===== src/rtl/pgwalk_pkg.sv =====
package pgwalk_pkg;
   typedef enum logic [1:0] {
      EK_INVALID = 2'd0,
      EK_TABLE   = 2'd1,
      EK_LEAF    = 2'd2,
      EK_RSVD    = 2'd3
   } ent_kind_e;

   typedef enum logic [1:0] {
      ACT_DESCEND,
      ACT_LEAF,
      ACT_FAULT
   } step_act_e;

   typedef enum logic [1:0] {
      WS_IDLE,
      WS_FETCH,
      WS_WAIT,
      WS_UPDATE
   } walk_state_e;

   localparam logic [2:0] FT_INVALID = 3'd1;
   localparam logic [2:0] FT_XLATE   = 3'd4;
   localparam int         REF_BIT    = 5;
   localparam int         MOD_BIT    = 6;
   localparam int         FCODE_W    = 10;
endpackage


===== src/rtl/pgwalk_vaslice.sv =====
module pgwalk_vaslice #(
   parameter int VA_W = 32,
   parameter int PA_W = 36,
   parameter int L1_W = 8,
   parameter int L2_W = 6,
   parameter int L3_W = 6,
   parameter int PG_W = 12
) (
   input  logic [VA_W-1:0] va,
   input  logic [1:0]      idx_lvl,
   input  logic [1:0]      leaf_lvl,
   output logic [PA_W-1:0] idx_off,
   output logic [PA_W-1:0] page_off
);
   localparam int LO3 = PG_W;
   localparam int LO2 = PG_W + L3_W;
   localparam int LO1 = PG_W + L3_W + L2_W;

   logic [PA_W-1:0] idx_tab [4];
   logic [PA_W-1:0] pg_tab  [4];

   assign idx_tab[0] = '0;
   assign pg_tab[0]  = '0;

   for (genvar g = 1; g <= 3; g++) begin : g_lvl
      localparam int LO = (g == 1) ? LO1 : (g == 2) ? LO2 : LO3;
      localparam int W  = (g == 1) ? L1_W : (g == 2) ? L2_W : L3_W;
      assign idx_tab[g] = PA_W'({va[LO+W-1:LO], 2'b00});
      assign pg_tab[g]  = PA_W'(va[LO-1:0]);
   end

   assign idx_off  = idx_tab[idx_lvl];
   assign page_off = pg_tab[leaf_lvl];
endmodule


===== src/rtl/pgwalk_step.sv =====
module pgwalk_step
   import pgwalk_pkg::*;
#(
   parameter int VA_W = 32,
   parameter int PA_W = 36
) (
   input  logic [VA_W-1:0]    word,
   input  logic [1:0]         lvl,
   input  logic               store,
   output step_act_e          act,
   output logic [FCODE_W-1:0] code,
   output logic [PA_W-1:0]    tbl_base,
   output logic [PA_W-1:0]    page_base,
   output logic               wb_need,
   output logic [VA_W-1:0]    wb_word
);
   ent_kind_e kind;
   logic [2:0] ftype;

   assign kind      = ent_kind_e'(word[1:0]);
   assign tbl_base  = PA_W'({word[VA_W-1:2], 6'b0});
   assign page_base = PA_W'({word[VA_W-1:8], 12'b0});

   always_comb begin
      act   = ACT_FAULT;
      ftype = FT_XLATE;
      unique case (kind)
         EK_INVALID: ftype = FT_INVALID;
         EK_TABLE:   if (lvl != 2'd3) act = ACT_DESCEND;
         EK_LEAF:    if (lvl != 2'd0) act = ACT_LEAF;
         default:    ftype = FT_XLATE;
      endcase
   end

   assign code = {lvl, 3'b000, ftype, 2'b00};

   assign wb_need = !word[REF_BIT] || (store && !word[MOD_BIT]);

   always_comb begin
      wb_word = word;
      wb_word[REF_BIT] = 1'b1;
      if (store) wb_word[MOD_BIT] = 1'b1;
   end
endmodule


===== src/rtl/pgwalk_top.sv =====
module pgwalk_top
   import pgwalk_pkg::*;
#(
   parameter int VA_W  = 32,
   parameter int PA_W  = 36,
   parameter int CTX_W = 8,
   parameter int L1_W  = 8,
   parameter int L2_W  = 6,
   parameter int L3_W  = 6,
   parameter int PG_W  = 12
) (
   input  logic               clk,
   input  logic               rst_n,
   input  logic [VA_W-1:0]    root_ptr,
   input  logic [CTX_W-1:0]   ctx_num,
   input  logic               req_valid,
   output logic               req_ready,
   input  logic [VA_W-1:0]    req_va,
   input  logic               req_store,
   output logic               mem_req_valid,
   input  logic               mem_req_ready,
   output logic               mem_req_write,
   output logic [PA_W-1:0]    mem_req_addr,
   output logic [VA_W-1:0]    mem_req_wdata,
   input  logic               mem_rsp_valid,
   input  logic [VA_W-1:0]    mem_rsp_data,
   output logic               done,
   output logic               fault,
   output logic [FCODE_W-1:0] fault_code,
   output logic [PA_W-1:0]    pa,
   output logic [1:0]         leaf_level,
   output logic [VA_W-1:0]    entry,
   output logic [2:0]         perm
);
   if (L1_W + L2_W + L3_W + PG_W != VA_W) begin : g_bad_split
      $error("pgwalk_top: level widths must sum to VA_W");
   end
   if (PA_W != VA_W + 4) begin : g_bad_pa
      $error("pgwalk_top: PA_W must be VA_W + 4");
   end
   if (CTX_W + 2 > PA_W) begin : g_bad_ctx
      $error("pgwalk_top: CTX_W too wide");
   end

   walk_state_e        st;
   logic [1:0]         lvl;
   logic [PA_W-1:0]    faddr;
   logic [VA_W-1:0]    va_q;
   logic               store_q;
   logic [VA_W-1:0]    wb_q;

   step_act_e          act;
   logic [FCODE_W-1:0] step_code;
   logic [PA_W-1:0]    tbl_base, page_base, idx_off, page_off;
   logic               wb_need;
   logic [VA_W-1:0]    wb_word;
   logic [PA_W-1:0]    root_addr;

   assign root_addr = PA_W'({root_ptr, 4'b0000}) + PA_W'({ctx_num, 2'b00});

   pgwalk_vaslice #(
      .VA_W(VA_W), .PA_W(PA_W), .L1_W(L1_W), .L2_W(L2_W), .L3_W(L3_W), .PG_W(PG_W)
   ) u_slice (
      .va       (va_q),
      .idx_lvl  (lvl + 2'd1),
      .leaf_lvl (lvl),
      .idx_off  (idx_off),
      .page_off (page_off)
   );

   pgwalk_step #(.VA_W(VA_W), .PA_W(PA_W)) u_step (
      .word      (mem_rsp_data),
      .lvl       (lvl),
      .store     (store_q),
      .act       (act),
      .code      (step_code),
      .tbl_base  (tbl_base),
      .page_base (page_base),
      .wb_need   (wb_need),
      .wb_word   (wb_word)
   );

   always_ff @(posedge clk or negedge rst_n) begin
      if (!rst_n) begin
         st         <= WS_IDLE;
         lvl        <= '0;
         faddr      <= '0;
         va_q       <= '0;
         store_q    <= 1'b0;
         wb_q       <= '0;
         done       <= 1'b0;
         fault      <= 1'b0;
         fault_code <= '0;
         pa         <= '0;
         leaf_level <= '0;
         entry      <= '0;
         perm       <= '0;
      end else begin
         done <= 1'b0;
         unique case (st)
            WS_IDLE: begin
               if (req_valid) begin
                  va_q    <= req_va;
                  store_q <= req_store;
                  lvl     <= '0;
                  faddr   <= root_addr;
                  st      <= WS_FETCH;
               end
            end
            WS_FETCH: begin
               if (mem_req_ready) st <= WS_WAIT;
            end
            WS_WAIT: begin
               if (mem_rsp_valid) begin
                  unique case (act)
                     ACT_DESCEND: begin
                        lvl   <= lvl + 2'd1;
                        faddr <= tbl_base + idx_off;
                        st    <= WS_FETCH;
                     end
                     ACT_LEAF: begin
                        fault      <= 1'b0;
                        fault_code <= '0;
                        pa         <= page_base + page_off;
                        leaf_level <= lvl;
                        entry      <= wb_word;
                        perm       <= mem_rsp_data[4:2];
                        wb_q       <= wb_word;
                        if (wb_need) begin
                           st <= WS_UPDATE;
                        end else begin
                           done <= 1'b1;
                           st   <= WS_IDLE;
                        end
                     end
                     default: begin
                        fault      <= 1'b1;
                        fault_code <= step_code;
                        pa         <= '0;
                        leaf_level <= '0;
                        entry      <= mem_rsp_data;
                        perm       <= '0;
                        done       <= 1'b1;
                        st         <= WS_IDLE;
                     end
                  endcase
               end
            end
            default: begin
               if (mem_req_ready) begin
                  done <= 1'b1;
                  st   <= WS_IDLE;
               end
            end
         endcase
      end
   end

   assign req_ready     = (st == WS_IDLE);
   assign mem_req_valid = (st == WS_FETCH) || (st == WS_UPDATE);
   assign mem_req_write = (st == WS_UPDATE);
   assign mem_req_addr  = faddr;
   assign mem_req_wdata = wb_q;
endmodule


===== config.mk =====
export PLATFORM = sky130hd
export DESIGN_NAME = pgwalk_top
export DESIGN_NICKNAME = d
export VERILOG_FILES = /design/src/rtl/pgwalk_pkg.sv /design/src/rtl/pgwalk_vaslice.sv /design/src/rtl/pgwalk_step.sv /design/src/rtl/pgwalk_top.sv
export SDC_FILE = /design/constraint.sdc
export NUM_CORES = 1
export LEC_CHECK = 0
export BUFFER_PORTS_ARGS = -buffer_cell sky130_fd_sc_hd__buf_2
export CAP_MARGIN = 20
export CORE_ASPECT_RATIO = 0.6
export CORE_UTILIZATION = 55
export CTS_CLUSTER_SIZE = 10
export DETAILED_ROUTE_END_ITERATION = 8
export GPL_TIMING_DRIVEN = 0
export HOLD_SLACK_MARGIN = 0.15
export PLACE_DENSITY_LB_ADDON = 0.25
export SYNTH_ARGS = -nofsm -noshare
export SYNTH_HDL_FRONTEND = slang
export SYNTH_SLANG_ARGS = --single-unit

===== constraint.sdc =====
create_clock -name clk -period 5.8 [get_ports clk]
set_input_delay 0.58 -clock clk [delete_from_list [all_inputs] [get_ports clk]]
set_output_delay 0.58 -clock clk [all_outputs]
set_load 0.005 [all_outputs]

---- Word level (Yosys, flattened, before mapping) ----
Cells that the tools add are included.
word-level totals
  bits in registers ....................... 190
  bits of input ports ..................... 110
  output and inout port bits .............. 156
  word-level logic and storage cells ...... 87
cells by class
  equal/unequal tests ..................... 11
  bitwise logic cells ..................... 3
  add/sub/neg operators ................... 4
  reduce and logical (&&, ||, !) cells .... 17
  $lt $le $gt $ge ......................... 2
  mux-type cells .......................... 37
operator list
  operator                                                         number
  36-bit two-way mux                                               7
  36-bit binary-select mux with 2-bit select                       2
  36-bit case mux with 2 select lines                              2
  36-bit adder                                                     2
  32-bit case mux with 2 select lines                              1
  36-bit by 10-bit adder with 36-bit output                        1
  2-bit two-way mux                                                10
  10-bit case mux with 2 select lines                              1
  2-bit case mux with 2 select lines                               4
  2-bit != test, second input constant                             4
  4-bit AND reduction                                              2
  2-bit by 1-bit == test with 1-bit output, second input constant  3
  2-bit == test, second input constant                             3
  3-bit >= comparator, second input constant                       2
  2-bit logical NOT                                                3
  2-bit NOT with 3-bit output                                      2
  1-bit case mux with 2 select lines                               3
  2-bit case mux with 3 select lines                               1
  3-bit case mux with 2 select lines                               1
  3-bit AND reduction                                              2
  1-bit two-way mux                                                4
  2-bit nonzero test                                               2
  3-bit two-way mux                                                1
  3-bit nonzero test                                               1
  other kinds (8)                                                  10

---- Longest topological paths before layout ----
Gate-level depths: netlist (run 1).
  depth after elaboration ................. 9
  depth in mapped cells ................... 14
  mapped depth without buffers ............ 12

---- By module ----
Synthesis (run 1) repeated with hierarchy kept, for this count alone.
unflattened totals
  cell total of the unflattened synthesis .. 1,559
  area, all modules ....................... 13,314.0 sq um
by module, submodules not included
  module          sequential area each (sq um)  times used  area each (sq um)  cells each
  pgwalk_top      4,754.6                       1           11,712.5           1,346
  pgwalk_step     0.0                           1           929.6              127
  pgwalk_vaslice  0.0                           1           671.9              86

---- Worst setup path after synthesis (run 1) ----
Ideal clock, no wire load.
  path kind ............................... reg-to-reg
  from .................................... register lvl[1]
  to ...................................... register faddr[31], in the netlist mem_req_addr[31]
  setup time .............................. 66 ps
  data required time ...................... 5,734 ps
  stages on the path, launching flop included .. 14
  buffers on the path ..................... 2
  clock period less this slack ............ 3,493 ps
  arrival ................................. 3,427 ps
  setup slack ............................. 2,307 ps
  path through ............................ dfrtp_1 -> clkinv_1 -> ha_1 -> clkbuf_1 -> clkbuf_1 -> mux2i_1 -> o21ai_0 -> ha_1 -> a211oi_1 -> o21bai_1 -> nand4_2 -> or4_1 -> a21oi_1 -> a221o_1
between the ends
  longest elaborated chain between the ends .. 9
  elaborated cells on any way between the ends .. 17
  classes of those cells .................. add/sub: 2; eq/ne: 2; mux: 9; bitwise: 1; reduce/logical: 3
ends and longest elaborated chain
  element                                                 RTL line              RTL
  start, declared                                         pgwalk_top.sv:46      logic [1:0] lvl;
  start signal, assigned                                  pgwalk_top.sv:117     lvl <= lvl + 2'd1;
  2-bit by 1-bit adder with 2-bit output                  pgwalk_top.sv:65      .idx_lvl (lvl + 2'd1),
  2-bit NOT with 3-bit output (not written as such)       pgwalk_vaslice.sv:32  assign idx_off = idx_tab[idx_lvl];
  36-bit binary-select mux with 2-bit select              pgwalk_vaslice.sv:32
  36-bit two-way mux (not written as such) (2 in series)  pgwalk_vaslice.sv:32
  36-bit adder                                            pgwalk_top.sv:118     faddr <= tbl_base + idx_off;
  36-bit two-way mux                                      pgwalk_top.sv:115     unique case (act)
  36-bit two-way mux                                      pgwalk_top.sv:114     if (mem_rsp_valid) begin
  36-bit case mux with 2 select lines                     pgwalk_top.sv:100     unique case (st)
  end signal, assigned                                    pgwalk_top.sv:106     faddr <= root_addr;
  end signal, assigned                                    pgwalk_top.sv:118
  end, declared                                           pgwalk_top.sv:47      logic [PA_W-1:0] faddr;
Parallel ways exist; a longest one is shown, timed or not. The select of a mux whose other input is x is not followed.
A chain may end at the register's enable or synchronous reset.

---- Worst setup path after layout (run 1) ----
Ends and elaborated chain as after synthesis.

==> reports/summary.txt, run 1 <==
Core Region = 17200 um2
syn_area_per_cell = 9.35 um2
Area Overhead vs Synth = 22.9%
clk slew on worst S/H paths = 0.08 ns
largest net degree at the start of global routing = 122
TritonCTS Sinks = 182
Via Count = 9012
Crit Path Category = flop to flop
final hold violation count = 0
Worst IR Drop VDD = 0.212 mV
Post-Synth XOR/XNOR Area = 5.62%
Netlist cell types = 65
Max-slew headroom = 54.0%
FF-to-FF path depth = 13
CP endpoint = mem_req_addr[31]$_DFFE_PN0P_
drt drc = 0
pwr dens = 417 nW/um2
post-synthesis mux area share = 4.31%
GRT Util Overall = 33.8%
Setup WS pre-CTS = 1.30 ns
Critical Path Source = lvl[1]$_DFFE_PN0P_
complex-gate fraction of the synthesized area = 14.1%
top layer reached by signal wires = met4
# resized after CTS = 0
Post-Place Cells = 1524
post-route minimum period = 4.73 ns
commonest non-fill, non-tap cell in the layout = nand2_1
cells after synthesis = 1034
Post-Synth Adder-Cell Area = 4.12%
Chip Height = 105 um
Root Driver = clkbuf_16
routed wl met3 = 3070 um
DRT Pass-1 Iters = 6
met1 WL = 14300 um
worst setup margin = 1.07 ns
Reg2Reg Capture Point = mem_req_addr[31]$_DFFE_PN0P_
routed wl met2 = 12700 um
width of the die = 173 um
IO Pins = 266
detailed placement HPWL = 22900 um
vias in the first global route = 8294
DIE AREA = 18100 um2
post-synthesis sequential area ratio = 47.1%
status = completed
Async SR Flop Fraction = 100%
Post-CTS Setup Bufs = 0
Avg Vias per Cell = 5.78
mapped cell area = 9670 um2
synth warn = 0
final WL = 30400 um
clk buf depth = 2
fmax = 211 MHz
r2r setup slk = 1.07 ns
main flop type after synthesis = dfrtp_1
Crit. End Element = flop
Clock Latency Late Sink = 0.43 ns
wire per inst = 19.5 um
largest family of logic cells by synthesized area = simple AND/OR/NAND/NOR gates
CTS tree = done
endpoints failing setup = 0
final hold slack = 0.333 ns
crit-path max FO = 10
gpl congestion = 0.937
Worst Path Required = 6.17 ns
Port Buffers = 248
CTS HTree Levels = 4
RSZ-0062 raised after global routing = false
Worst Tran Pin Value = 0.687 ns
Max-Cap Viols = 0
initial antenna violation count = 1
Starting DRT DRC Count = 855
TNS Setup = 0 ns
#FFs+latches synth = 182
max-slew violations = 0
cts bufs inserted = 17
Worst Clk Skew = 0.0163 ns
Core Rows = 37
Layout Cells excl Fill = 1558
Leak = 0.00610 uW
initial core utilization = 56.3%
Final ANT Viol Nets = 0
total grt overflow = 0
Reg2Reg Launch Point = lvl[1]$_DFFE_PN0P_
first-pass GRT wire length = 46800 um
Final Cycle Share = 81.6%
EDFF count, synth = 0
Hold Path Class = input pin to flop
most frequent cells in the layout = nand2_1 (269), buf_2 (261), dfrtp_1 (182)
total power = 4960 uW
Worst setup SP type = flop
ratio of cells with drive above 1 in the final layout = 26.2%
final net count = 1450
Simple-Gate Fraction of Synth Area = 20.3%
CP arrival = 5.10 ns
==> metal layers <==
layer	GRT usage [%]	up-vias
li1	-	4123
met1	51.4	4414
met2	47.3	441
met3	9.64	34
met4	7.46	0
met5	0	-
==> Yosys cell counts (8+ instances only) <==
cell | number | area (um2)
xor2_1 | 32 | 280
clkbuf_1 | 43 | 161
xnor2_1 | 30 | 263
and3_1 | 12 | 75.1
nor2_1 | 37 | 139
and2_1 | 12 | 75.1
ha_1 | 27 | 338
a211oi_1 | 10 | 75.1
o21ai_0 | 64 | 320
mux2i_1 | 9 | 90.1
a22o_1 | 17 | 149
a21o_1 | 11 | 82.6
a21oi_1 | 20 | 100
o221ai_1 | 21 | 184
buf_2 | 14 | 70.1
nand2_1 | 269 | 1010
nand4_1 | 16 | 100
nor3_1 | 16 | 80.1
dfrtp_1 | 182 | 4550
nand3_1 | 28 | 140
inv_1 | 15 | 56.3
mux2_2 | 29 | 327
buf_4 | 8 | 60.1
==> cell type report <==
| class | instances | area (um2) |
|---|---|---|
| fill | 1413 | 5290 |
| multi-input combinational | 767 | 4710 |
| sequential | 182 | 4550 |
| timing repair buffer | 250 | 1290 |
| clock buffer | 17 | 425 |
| buffer | 76 | 365 |
| tap | 234 | 293 |
| clock inverter | 15 | 183 |
| inverter | 16 | 60.1 |
| antenna | 1 | 2.50 |
==> sequential cells by signal, summed over array words and instances (netlist names), 2 cells and up <==
| signal | cells |
|---|---|
| entry | 32 |
| fault_code | 4 |
| leaf_level | 2 |
| lvl | 2 |
| mem_req_addr | 34 |
| mem_req_wdata | 32 |
| pa | 36 |
| perm | 3 |
| st | 2 |
| va_q | 32 |
==> worst min-delay path by stage <==
stage,startpoint,endpoint,slack (ns),cells after the start
3_3_place_gp,mem_req_wdata[5]$_DFFE_PN0P_,mem_req_wdata[5]$_DFFE_PN0P_,0.44,1
3_5_place_dp,mem_req_wdata[21]$_DFFE_PN0P_,mem_req_wdata[21]$_DFFE_PN0P_,0.46,2
6_report,req_va[28],va_q[28]$_DFFE_PN0P_,0.33,3
4_1_cts,req_va[28],va_q[28]$_DFFE_PN0P_,0.33,3
2_1_floorplan,rst_n,done$_DFF_PN0_,0.28,0
5_1_grt,req_va[3],va_q[3]$_DFFE_PN0P_,0.33,3
==> logic make-up after synthesis <==
family / count (synthesis)
flops: 182
mux: 38
buf+inv: 92
simple gates: 435
fa+ha+maj: 30
xor+xnor: 62
other cells: 1
compound gates: 194
==> metrics by stage <==
step	instance area [um2]	utilization, %
after global routing	11900	69.2
after global placement	11200	65.4
after floorplan	9690	-
final	11900	69.2
after detailed placement	11300	65.6
after CTS	11900	69.2
==> critical path: stages, from the launching register on <==
cell and delay, ns:
dfrtp_1 0.45, clkinv_1 0.30, ha_1 0.40, clkbuf_1 0.32, clkbuf_1 0.45, mux2i_1 0.23
o21ai_0 0.15, ha_1 0.35, a211oi_1 0.10, o21bai_1 0.54, nand4_2 0.37, or4_1 0.50
a21oi_1 0.34, a221o_1 0.17
==> what timing repair did <==
action	4_1_cts	5_1_grt
setup endpoints to repair	0	0
hold buffers	1	0
endpoints found under the hold margin	61	0
==> power breakdown <==
group | total [uW] | internal [uW] | switching [uW] | leakage [uW]
clock network | 1200 | 622 | 575 | 0.000296
logic | 1770 | 760 | 1010 | 0.00344
registers | 1990 | 1700 | 290 | 0.00237
(Power assumes the default switching activity.)
==> run 2, diff against run 1 <==
--- a/config.mk
+++ b/config.mk
@@ -8,7 +8,7 @@
 export BUFFER_PORTS_ARGS = -buffer_cell sky130_fd_sc_hd__buf_2
 export CAP_MARGIN = 20
 export CORE_ASPECT_RATIO = 0.6
-export CORE_UTILIZATION = 55
+export CORE_UTILIZATION = 53
 export CTS_CLUSTER_SIZE = 10
 export DETAILED_ROUTE_END_ITERATION = 8
 export GPL_TIMING_DRIVEN = 0
==> constraint.sdc (replaced) <==
create_clock -name clk -period 4.5 [get_ports clk]
set_input_delay 0.45 -clock clk [delete_from_list [all_inputs] [get_ports clk]]
set_output_delay 0.45 -clock clk [all_outputs]
set_load 0.005 [all_outputs]
==> reports/summary.txt, run 2 (synthesized netlist as in run 1, its figures left out) <==
status = completed
largest net degree at the start of global routing = 104 (-15%)
clk buf depth = 2 (unchanged)
Hold Path Stages = 3 (unchanged)
initial antenna violation count = 0 (-1)
fmax = 234 MHz (+11%)
commonest non-fill, non-tap cell in the layout = nand2_1
clk slew on worst S/H paths = 0.07 ns (about the same)
initial core utilization = 55.2% (-1.0 points)
total grt overflow = 0 (unchanged)
width of the die = 176 um (+1.8%)
pwr dens = 547 nW/um2 (+31%)
final WL = 30400 um (+0.17%)
Post-Place Cells = 1524 (unchanged)
drt drc = 0 (unchanged)
IO Pins = 266 (unchanged)
Final ANT Viol Nets = 0 (unchanged)
Port Buffers = 248 (unchanged)
Root Driver = clkbuf_16
GRT Util Overall = 33.0% (-0.79 points)
TritonCTS Sinks = 182 (unchanged)
Core Region = 17500 um2 (+1.9%)
Sw Ratio = 36.2% (-1.6 points)
final net count = 1449 (-0.069%)
Crit Path Category = flop to flop
crit-path max FO = 10 (unchanged)
Leak = 0.00613 uW (+0.53%)
Crit. End Element = flop
CTS HTree Levels = 4 (unchanged)
final hold violation count = 0 (unchanged)
Max-slew headroom = 51.9% (-2.1 points)
CP arrival = 4.64 ns (-0.46 ns)
r2r setup slk = 0.22 ns (-0.85 ns)
vias in the first global route = 8369 (+0.90%)
Most flops, register = pa
Clock Latency Late Sink = 0.43 ns (about the same)
Worst Tran Pin Value = 0.719 ns (+0.0319 ns)
worst setup margin = 0.224 ns (-0.846 ns)
Reg2Reg Launch Point = lvl[1]$_DFFE_PN0P_
Hold EP = va_q[7]$_DFFE_PN0P_
Setup WS pre-CTS = -0.0828 ns (-1.39 ns)
post-route minimum period = 4.28 ns (-0.454 ns)
Via Count = 8950 (-0.69%)
Max-Cap Viols = 0 (unchanged)
ratio of cells with drive above 1 in the final layout = 26.5% (+0.25 points)
Reg2Reg Capture Point = mem_req_addr[31]$_DFFE_PN0P_
TNS Setup = 0 ns (unchanged)
max-slew violations = 0 (unchanged)
Final Cycle Share = 95.0% (+13 points)
Flop pwr share = 39.5% (-0.6 points)
Post-CTS Setup Bufs = 0 (unchanged)
DRT Pass-1 Iters = 7 (+1)
Layout Cells excl Fill = 1556 (-0.13%)
endpoints failing setup = 0 (unchanged)
Worst Clk Skew = 0.00858 ns (-0.00777 ns)
cts bufs inserted = 17 (unchanged)
FF-to-FF path depth = 12 (-1)
Chip Height = 107 um (+1.8%)
Critical Path Source = lvl[1]$_DFFE_PN0P_
Core Rows = 37 (unchanged)
logic gate share of total power = 35.1% (-0.7 points)
Int Pwr = 4160 uW (+35%)
DIE AREA = 18800 um2 (+3.7%)
max reg flops = 36 (unchanged)
most frequent cells in the layout = nand2_1 (269), buf_2 (261), dfrtp_1 (182)
Area Overhead vs Synth = 23.4%
Worst setup SP type = flop
clock power share = 25.4% (+1.3 points)
Hold Path Class = input pin to flop
first-pass GRT wire length = 46800 um (about the same)
RSZ-0062 raised after global routing = false
Sw Pwr = 2360 uW (+26%)
hold_sp = req_va[7]
Worst Path Required = 4.87 ns (-1.30 ns)
detailed placement HPWL = 23100 um (+0.92%)
CTS tree = done
Avg Vias per Cell = 5.75 (-0.56%)
Worst IR Drop VDD = 0.304 mV (+44%)
gpl congestion = 0.920 (-1.9%)
wire per inst = 19.6 um (+0.30%)
Antenna Cells = 0 (-1)
Starting DRT DRC Count = 957 (+12%)
## run 2: how the worst max path moves through the flow
stage	end	slack (ns)	cells past startpoint
2_1_floorplan	mem_req_addr[31]$_DFFE_PN0P_	1.01	13
3_3_place_gp	mem_req_addr[31]$_DFFE_PN0P_	0.03	13
3_5_place_dp	mem_req_addr[31]$_DFFE_PN0P_	-0.08	13
4_1_cts	mem_req_addr[31]$_DFFE_PN0P_	0.001	13
5_1_grt	mem_req_addr[31]$_DFFE_PN0P_	0.11	12
6_report	mem_req_addr[31]$_DFFE_PN0P_	0.22	12
## run 2: area by class of cell
cell class / instances / area (um2)
well taps: 234 / 293
flip-flops and latches: 182 / 4550
plain buffers: 75 / 363
fillers: 1451 / 5570
repair buffers: 250 / 1290
inverters: 16 / 63.8
multi-input cells: 767 / 4720
clock inverters: 12 / 186
clock buffers: 20 / 467
## run 2: power groups by stage
stage | registers [uW] | logic (uW) | clock network [uW]
finish | 2580 | 2290 | 1660
floorplan | 2530 | 1270 | 0
detailed placement | 2570 | 2250 | 0
CTS | 2560 | 2280 | 1660
global route | 2630 | 2540 | 1740
global placement | 2570 | 2170 | 0
## run 2: critical path, stage by stage (launching register included)
cell	delay, ns
dfrtp_1	0.51
clkinvlp_4	0.29
ha_1	0.57
clkbuf_2	0.31
mux2i_1	0.20
o21ai_0	0.15
ha_1	0.36
a211oi_1	0.11
o21bai_2	0.31
nand4_2	0.33
or4_1	0.49
a21oi_1	0.38
a221o_1	0.18
## run 2: per-stage QoR
step           hold WS [ns]  power [uW]  cell area, um2  utilization, %
6_report              0.206        6530           11900            68.2
5_1_grt               0.204        6910           11900            68.2
4_1_cts               0.199        6500           11900            68.2
3_5_place_dp          0.459        4830           11300            64.4
3_3_place_gp          0.448        4740           11200            64.2
2_1_floorplan         0.154        3800            9690               -
## run 2: what timing repair did
| item | 4_1_cts | 5_1_grt |
|---|---|---|
| pin swaps | 0 | 0 |
| setup endpoints to repair | 1 | 8 |
| hold buffers | 1 | 0 |
| resized for setup | 1 | 3 |
| endpoints found under the hold margin | 79 | 0 |
## run 2: layer usage
layer,global-route usage (%),part of all wire [%],up-vias
met1,49.4,45,4327
met2,45.8,41,465
met5,0,0,-
met4,8.37,1.3,0
li1,-,-,4127
met3,10.4,12,31
